[src/rtl/vis_pkg.sv]
package vis_pkg;
    localparam int unsigned VIS_IDX_W  = 5;
    localparam int unsigned VIS_LOW_W  = 3;
    localparam int unsigned VIS_LEN_W  = 3;
    localparam int unsigned VIS_FLAG_W = 5;

    // step amount encoded by the two-bit stride field
    function automatic int unsigned vis_step_of(input logic [1:0] fld);
        return (fld == 2'b11) ? 2 : 1;
    endfunction
endpackage

[src/rtl/vis_idx_step.sv]
module vis_idx_step #(
    parameter int unsigned IDX_W = 5,
    parameter int unsigned LOW_W = 3
) (
    input  logic [IDX_W-1:0] idx_i,
    input  logic [LOW_W-1:0] step_i,
    input  logic             hold_i,
    output logic [IDX_W-1:0] idx_o
);
    logic [LOW_W-1:0] low_nxt;

    assign low_nxt = idx_i[LOW_W-1:0] + step_i;
    assign idx_o   = hold_i ? idx_i : {idx_i[IDX_W-1:LOW_W], low_nxt};
endmodule

[src/rtl/vis_flag_acc.sv]
module vis_flag_acc #(
    parameter int unsigned FLAG_W = 5,
    parameter int unsigned CNT_W  = 4
) (
    input  logic              clk,
    input  logic              rst_n,
    input  logic              arm_i,
    input  logic [CNT_W-1:0]  need_i,
    input  logic              flag_vld_i,
    input  logic [FLAG_W-1:0] flag_i,
    output logic              pending_o,
    output logic              done_o,
    output logic [FLAG_W-1:0] flags_o
);
    typedef struct packed {
        logic              pending;
        logic [CNT_W-1:0]  got;
        logic [CNT_W-1:0]  need;
        logic [FLAG_W-1:0] acc;
        logic              done;
        logic [FLAG_W-1:0] res;
    } acc_t;

    acc_t a_d, a_q;

    always_comb begin
        a_d      = a_q;
        a_d.done = 1'b0;
        if (arm_i) begin
            a_d.pending = 1'b1;
            a_d.got     = '0;
            a_d.need    = need_i;
            a_d.acc     = '0;
        end else if (a_q.pending && flag_vld_i) begin
            if (a_q.got + 1'b1 == a_q.need) begin
                a_d.pending = 1'b0;
                a_d.done    = 1'b1;
                a_d.res     = a_q.acc | flag_i;
            end else begin
                a_d.got = a_q.got + 1'b1;
                a_d.acc = a_q.acc | flag_i;
            end
        end
    end

    always_ff @(posedge clk) begin
        if (!rst_n) a_q <= '0;
        else        a_q <= a_d;
    end

    assign pending_o = a_q.pending;
    assign done_o    = a_q.done;
    assign flags_o   = a_q.res;
endmodule

[src/rtl/vec_idx_seq.sv]
module vec_idx_seq #(
    parameter int unsigned IDX_W  = vis_pkg::VIS_IDX_W,
    parameter int unsigned LOW_W  = vis_pkg::VIS_LOW_W,
    parameter int unsigned LEN_W  = vis_pkg::VIS_LEN_W,
    parameter int unsigned FLAG_W = vis_pkg::VIS_FLAG_W
) (
    input  logic              clk,
    input  logic              rst_n,
    input  logic              start_i,
    input  logic [IDX_W-1:0]  dst_i,
    input  logic [IDX_W-1:0]  srca_i,
    input  logic [IDX_W-1:0]  srcb_i,
    input  logic [LEN_W-1:0]  len_i,
    input  logic [1:0]        stride_i,
    input  logic              scalar_i,
    input  logic              op_undef_i,
    input  logic              flag_vld_i,
    input  logic [FLAG_W-1:0] flag_i,
    output logic              elem_vld_o,
    output logic [IDX_W-1:0]  dst_o,
    output logic [IDX_W-1:0]  srca_o,
    output logic [IDX_W-1:0]  srcb_o,
    output logic              last_o,
    output logic              busy_o,
    output logic              done_o,
    output logic [FLAG_W-1:0] flags_o,
    output logic              undef_o
);
    localparam int unsigned CNT_W  = LEN_W + 1;
    localparam int unsigned BANK_W = IDX_W - LOW_W;
    localparam int unsigned N_IDX  = 3;

    typedef struct packed {
        logic             issuing;
        logic [IDX_W-1:0] dst;
        logic [IDX_W-1:0] sa;
        logic [IDX_W-1:0] sb;
        logic             sb_hold;
        logic [LOW_W-1:0] step;
        logic [CNT_W-1:0] remain;
        logic             undef;
    } seq_t;

    seq_t s_d, s_q;

    logic [N_IDX-1:0][IDX_W-1:0] cur_idx, nxt_idx;
    logic [N_IDX-1:0]            hold;
    logic                        acc_pending;
    logic                        accept;
    logic                        arm;
    logic [CNT_W-1:0]            cnt_new;
    logic [LOW_W-1:0]            step_new;

    assign cur_idx = {s_q.sb, s_q.sa, s_q.dst};
    assign hold    = {s_q.sb_hold, 1'b0, 1'b0};

    for (genvar g = 0; g < N_IDX; g++) begin : g_step
        vis_idx_step #(.IDX_W(IDX_W), .LOW_W(LOW_W)) i_step (
            .idx_i  (cur_idx[g]),
            .step_i (s_q.step),
            .hold_i (hold[g]),
            .idx_o  (nxt_idx[g])
        );
    end

    assign accept   = start_i && !s_q.issuing && !acc_pending;
    assign arm      = accept && !op_undef_i;
    assign step_new = LOW_W'(vis_pkg::vis_step_of(stride_i));
    assign cnt_new  = (scalar_i || dst_i[IDX_W-1:LOW_W] == BANK_W'(0))
                      ? CNT_W'(1) : ({1'b0, len_i} + CNT_W'(1));

    always_comb begin
        s_d       = s_q;
        s_d.undef = 1'b0;
        if (s_q.issuing) begin
            if (s_q.remain == CNT_W'(1)) begin
                s_d.issuing = 1'b0;
            end else begin
                s_d.dst    = nxt_idx[0];
                s_d.sa     = nxt_idx[1];
                s_d.sb     = nxt_idx[2];
                s_d.remain = s_q.remain - 1'b1;
            end
        end
        if (accept) begin
            if (op_undef_i) begin
                s_d.undef = 1'b1;
            end else begin
                s_d.issuing = 1'b1;
                s_d.dst     = dst_i;
                s_d.sa      = srca_i;
                s_d.sb      = srcb_i;
                s_d.sb_hold = (srcb_i[IDX_W-1:LOW_W] == BANK_W'(0));
                s_d.step    = step_new;
                s_d.remain  = cnt_new;
            end
        end
    end

    always_ff @(posedge clk) begin
        if (!rst_n) s_q <= '0;
        else        s_q <= s_d;
    end

    vis_flag_acc #(.FLAG_W(FLAG_W), .CNT_W(CNT_W)) i_acc (
        .clk        (clk),
        .rst_n      (rst_n),
        .arm_i      (arm),
        .need_i     (cnt_new),
        .flag_vld_i (flag_vld_i),
        .flag_i     (flag_i),
        .pending_o  (acc_pending),
        .done_o     (done_o),
        .flags_o    (flags_o)
    );

    assign elem_vld_o = s_q.issuing;
    assign busy_o     = s_q.issuing;
    assign dst_o      = s_q.dst;
    assign srca_o     = s_q.sa;
    assign srcb_o     = s_q.sb;
    assign last_o     = s_q.issuing && (s_q.remain == CNT_W'(1));
    assign undef_o    = s_q.undef;
endmodule

[config.mk]
export PLATFORM = sky130hd
export DESIGN_NAME = vec_idx_seq
export DESIGN_NICKNAME = d
export VERILOG_FILES = /design/src/rtl/vis_pkg.sv /design/src/rtl/vis_idx_step.sv /design/src/rtl/vis_flag_acc.sv /design/src/rtl/vec_idx_seq.sv
export SDC_FILE = /design/constraint.sdc
export NUM_CORES = 1
export LEC_CHECK = 0
export BUFFER_PORTS_ARGS = -buffer_cell sky130_fd_sc_hd__buf_2
export CORE_MARGIN = 3
export CORE_UTILIZATION = 53
export DETAILED_ROUTE_END_ITERATION = 12
export PLACE_DENSITY = 0.88
export SYNTH_ARGS = -nofsm -noshare
export SYNTH_HDL_FRONTEND = slang
export SYNTH_SLANG_ARGS = --single-unit
[constraint.sdc]
create_clock -name clk -period 2.35 [get_ports clk]
set_clock_uncertainty 0.1 [all_clocks]
set_input_delay 0.1175 -clock clk [delete_from_list [all_inputs] [get_ports clk]]
set_output_delay 0.1175 -clock clk [all_outputs]
set_load 0.005 [all_outputs]
======== After elaboration in Yosys (flattened, before gate mapping) ========
Index checks and enable logic that the tools add are counted.
operators by class
  $add $sub $neg .......................... 6
  eq/ne operators ......................... 3
  multiplexer cells ....................... 16
  bitwise gates (word level) .............. 6
  reduce and logical (&&, ||, !) cells .... 20
operators by type and width
  operator                                           count
  2-to-1 mux 25 bit                                  1
  2-to-1 mux 24 bit                                  1
  2-to-1 mux 16 bit                                  1
  2-to-1 mux 4 bit                                   4
  2-to-1 mux 13 bit                                  1
  2-to-1 mux 5 bit                                   2
  adder 3 bit                                        3
  AND reduction 2 bit                                4
  2-to-1 mux 6 bit                                   1
  logical AND 1 bit                                  5
  inverter 1 bit                                     5
  OR 5 bit                                           1
  adder 3 x 1 -> 4 bit (second input constant)       1
  adder 4 x 1 -> 4 bit (second input constant)       1
  == test 4 x 1 -> 1 bit (second input constant)     1
  == test 4 bit                                      1
  zero test 2 bit                                    2
  nonzero test 2 bit                                 2
  subtractor 4 x 1 -> 4 bit (second input constant)  1
  zero test 1 bit                                    3
  2-to-1 mux 1 bit                                   3
  2-to-1 mux 3 bit                                   1
  AND reduction 3 bit                                1
  OR reduction 3 bit                                 1
  other kinds (4)                                    4
storage, ports and cells
  bits in registers ....................... 45
  output and inout bits ................... 25

======== Depth between registers and ports, before layout ========
  depth after elaboration ................. 6
  gate-level depth with buffers ........... 7
  mapped depth without buffers ............ 6

======== By module ========
A second synthesis with hierarchy kept.
second synthesis, totals
  cell total of the unflattened synthesis .. 295
  area, all modules ....................... 2,553.7 sq um
modules (own cells, without submodules)
  module        instances  cells an instance  area each (sq um)  seq. area each (sq um)
  vec_idx_seq   1          161                1,306.3            480.5
  vis_flag_acc  1          107                973.4              400.4
  vis_idx_step  3          9                  91.3               0.0

======== Worst setup path after synthesis ========
No wires, ideal clock.
  kind .................................... register -> register
  start point ............................. register i_acc.a_q[15] in the netlist's numbering
  end point ............................... register i_acc.a_q[17] in the netlist's numbering
  library setup time ...................... 0.074 ns
  arrival ................................. 1.809 ns
  required time ........................... 2.176 ns
  setup slack ............................. 0.367 ns
  cell stages (with the launch flop) ...... 7
  buffers on the path ..................... 1
  period minus slack after synthesis ...... 1.983 ns
  cell sequence ........................... dfxtp_1 > ha_1 > xor2_1 > or2_0 > buf_2 > or4_1 > a31oi_1
on the way
  word-level cells in the longest chain between the ends .. 4
ends and longest elaborated chain
  item                           RTL line                                RTL
  start: declaration             vis_flag_acc.sv:24                      acc_t a_d, a_q;
  start signal: assignment       vis_flag_acc.sv:47                      if (!rst_n) a_q <= '0;
  start signal: assignment       vis_flag_acc.sv:48                      else a_q <= a_d;
  adder 4 x 1 -> 4 bit *         vis_flag_acc.sv:35, vis_flag_acc.sv:40
  == test 4 bit                  vis_flag_acc.sv:35                      if (a_q.got + 1'b1 == a_q.need) begin
  inverter 1 bit (no line)       -
  AND reduction 2 bit (no line)  -
Mark *: on every way between the ends. The rest lies on a longest branch, timed or not.
A chain may end at the register's enable or synchronous reset.

======== Final worst setup path ========
Same ends and word-level chain as after synthesis.

==> run summary <==
The total die area is 0.00504 mm^2, and the routed length per placed instance is 14.7 um. The number of distinct standard cells referenced by the synthesized netlist is 43, and the iteration-0 DRC count of the detailed router is 156. The routed via count was 2032; the post-route worst setup slack was 224 ps. In the synthesized netlist, the cells that appear most often are 44 x sky130_fd_sc_hd__dfxtp_1, 31 x sky130_fd_sc_hd__nand2_1, 21 x sky130_fd_sc_hd__buf_4.

The critical path goes through ha_1, xor2_1, or2_0, or4_1, a31oi_1. In the final design database the tool counted 347 nets. Of all cell types, the one taking the most synthesized area is sky130_fd_sc_hd__dfxtp_1. Power share of the clock group: 0.343. Initial core utilization: 0.581. The remaining routing DRC violations was 0; the number of synthesized flops with an enable pin was 0. Based on the critical path, the design can be clocked at up to 470 MHz. The buffer type at the clock tree root is sky130_fd_sc_hd__clkbuf_8. The logs give 0.210 for the total global routing track utilization and 8570 um for the global-route wire length before repair. The number of max-slew violations in the final report was 0; the vertical extent of the die was 71.0 um. The post-detailed-route count of antenna-violating nets was 0; the maximum vdd drop was 0.281 mV. After clock tree synthesis, the repair step resized 0 gates.

Critical hold path startpoint: srcb_i[2]. The number of port buffers is 55, and the via count of the first global-routing pass is 1926. Period utilization: 0.905. The average footprint of a synthesized cell is 8.77 um^2. TritonCTS built the clock tree.

The number of rows created at floorplan was 22; the clock insertion delay at the later pin of the skew report was 300 ps. Most common flop cell mapped by yosys: sky130_fd_sc_hd__dfxtp_1. From synthesis to final layout, the design area changed by 19.5%. For this design the ratio of total power to cell area is 624 mW/mm^2.

The logs give 0 for the initial antenna violation count and 1.67 mW for the power after layout. For this design the static power due to leakage is 1.20 nW. In the routed layout, each cell is associated on average with a via count of 5.72.

In this design, the stage delay of the slowest critical-path cell is 540 ps. The remaining max-slew budget at the tightest pin is 0.255, and the final critical path time including I/O delays and setup is 2130 ps. Setup repair after global routing left no endpoint under its margin. The total overflow left after global routing is 0. The fraction of registers with async set or reset after synthesis is 0. The launch point of the worst reg-to-reg path was i_acc.a_q[15]$_SDFFE_PP0P_.

Counting flops and latches in the post-synthesis netlist gives 44. From left edge to right edge, the die measures 71.0 um. The kind of capture point of the worst setup path was a flop. The part of the power in combinational logic came out at 0.164.

The library cell contributing the largest single delay on the critical path was sky130_fd_sc_hd__or4_1. The routability congestion estimate from global placement was 0.912. The run finished with clean final reports. The number of buffers and inverters on the critical path works out to 0.

After technology mapping, the gate count stands at 255. Setup violations remaining at the end of the flow were counted as 0. sky130_fd_sc_hd__dfxtp_1 is the most common cell in the netlist. The first detailed-routing pass took 5 iterations. The endpoint required time on the critical path was 2480 ps; the total length of routed wires was 5200 um. The total negative slack for setup checks was 0 ps; the post-synthesis cell area was 0.00224 mm^2. 56 I/O pins were placed. STA classifies the critical path startpoint as a flop. For the number of antenna cells inserted, the log shows 0. Clock tree synthesis inserted a total of 5 buffers. Max-cap violations in this run came to 0. The largest fanout of any net on the critical path was 8; the data arrival time of the worst path was 2260 ps. CTS built an H-tree with a depth of 2. Internal power comes to 1.23 mW. The tools report the launching element of the worst setup path as i_acc.a_q[15]$_SDFFE_PP0P_.

The count of final hold-check violations was 0; the share of the core filled with cells was 0.694. At the pin with the least slew margin, the transition time is 1110 ps. The tools report the clock sink count as 44.

The logs give 0.00385 mm^2 for the core area and 28 for the largest net degree at the start of global routing. The fraction of power spent switching nets is 0.264, and the clock transition at the registers of the reported paths is 80 ps. The family of cells with the greatest summed delay on the critical path is simple AND/OR/NAND/NOR gates. The fraction of layout instances using a drive strength above 1 was 0.241; the half-perimeter wire length after detailed placement was 3510 um. The share of Yosys cell area claimed by the top area cell type is 0.394, and the post-synth net total is 296. The longest clock path from root to sink contains 2 buffers.

The number of synthesis warnings was 0. The logs give 0.394 for the sequential-to-total area share from yosys stat and 254 ps for the worst slack at placement. The proportion of power drawn by flip-flops and latches was 0.493. Worst min-delay path class: in -> reg. The kind of critical path is reg -> reg.

In the post-synthesis netlist, the biggest area contributors are sky130_fd_sc_hd__dfxtp_1 39%, sky130_fd_sc_hd__buf_4 7.0%, sky130_fd_sc_hd__nand2_1 5.2%. For this design the total switching power over the nets is 0.440 mW.
## logic make-up (layout without fill, tap and decap cells)
logic type / Yosys count / count (layout) / synth area share
adders and majority gates: 10 / 10 / 0.0660
buffers and inverters: 38 / 90 / 0.102
and+or+nand+nor: 90 / 90 / 0.206
DFF: 44 / 44 / 0.394
AOI/OAI and AO/OA: 60 / 60 / 0.174
muxes: 2 / 2 / 0.00895
xor gates and xnor gates: 11 / 11 / 0.0498
## power groups by stage
stage,combinational [mW],clock (mW),sequential [mW]
2_1_floorplan,0.186,0,0.831
3_3_place_gp,0.240,0,0.837
3_5_place_dp,0.250,0,0.839
4_1_cts,0.271,0.580,0.822
5_1_grt,0.305,0.611,0.830
6_report,0.273,0.573,0.822
## worst paths after layout
check | end | slack (ps) | cells past startpoint
min | srcb_o[2]$_SDFF_PN0_ | 3 | 3
max | i_acc.a_q[17]$_SDFFE_PP0P_ | 220 | 5
min reg2reg | dst_o[4]$_SDFFE_PN0P_ | 360 | 2
max reg2reg | i_acc.a_q[17]$_SDFFE_PP0P_ | 220 | 5
## metrics by stage
step | instances | hold WS, ps | cell area [um^2]
detailed placement | 332 | 249 | 2420
finish | 355 | 3.13 | 2670
global route | 355 | 11.2 | 2670
global placement | 332 | 245 | 2420
floorplan | 255 | 130 | 2240
CTS | 355 | 2.50 | 2670
## area by class of cell
cell class / instances / area [um^2]
well taps: 48 / 60.1
clock buffers: 6 / 72.6
inverters: 5 / 18.8
multi-input cells: 173 / 1130
clock inverters: 2 / 35.0
repair buffers: 77 / 478
flip-flops and latches: 44 / 881
fillers: 298 / 1180
## per-layer routing
| metal | wire length [um] | vias to the layer above | track usage | part of all wire |
|---|---|---|---|---|
| met5 | 0 | - | 0 | 0 |
| li1 | - | 990 | - | - |
| met3 | 406 | 13 | 0.0597 | 0.078 |
| met1 | 2260 | 933 | 0.264 | 0.43 |
| met4 | 92 | 0 | 0.0689 | 0.018 |
| met2 | 2440 | 96 | 0.347 | 0.47 |
## flip-flops by register name, indices dropped and copies added, names as in the netlist
signal	flops
busy_o	1
i_acc.a_q	13
hold	1
srcb_o	5
srca_o	5
dst_o	5
i_acc.done_o	1
s_q	6
i_acc.flags_o	5
i_acc.pending_o	1
undef_o	1
## cells in the final DEF, fill, tap and decap left out, types with 2 or more instances in the layout
cell type / netlist / final
sky130_fd_sc_hd__a211oi_1: 5 / 5
sky130_fd_sc_hd__a21oi_1: 15 / 15
sky130_fd_sc_hd__a22o_1: 7 / 7
sky130_fd_sc_hd__a311oi_1: 4 / 4
sky130_fd_sc_hd__a31oi_1: 8 / 8
sky130_fd_sc_hd__buf_2: 5 / 55
sky130_fd_sc_hd__buf_4: 21 / 7
sky130_fd_sc_hd__clkbuf_8: 0 / 5
sky130_fd_sc_hd__dfxtp_1: 44 / 44
sky130_fd_sc_hd__dlygate4sd3_1: 0 / 15
sky130_fd_sc_hd__fa_1: 3 / 3
sky130_fd_sc_hd__ha_1: 7 / 7
sky130_fd_sc_hd__inv_1: 5 / 5
sky130_fd_sc_hd__mux2i_1: 2 / 2
sky130_fd_sc_hd__nand2_1: 31 / 31
sky130_fd_sc_hd__nand3_1: 15 / 15
sky130_fd_sc_hd__nor2_1: 20 / 20
sky130_fd_sc_hd__nor3_1: 5 / 5
sky130_fd_sc_hd__o211ai_1: 2 / 2
sky130_fd_sc_hd__o21ai_0: 15 / 15
sky130_fd_sc_hd__or4_1: 4 / 4
sky130_fd_sc_hd__xnor2_1: 4 / 4
sky130_fd_sc_hd__xor2_1: 6 / 6
## what timing repair did
item,CTS,global route
setup buffers,0,0
endpoints found under the hold margin,15,0
hold buffers,15,0
setup endpoints to repair,0,0
## worst min-delay path, cell delays in order
cell,delay (ps)
sky130_fd_sc_hd__buf_2,70
sky130_fd_sc_hd__o21ai_0,80
sky130_fd_sc_hd__a21oi_1,110
Note: power is estimated with default switching activity, not from simulation.
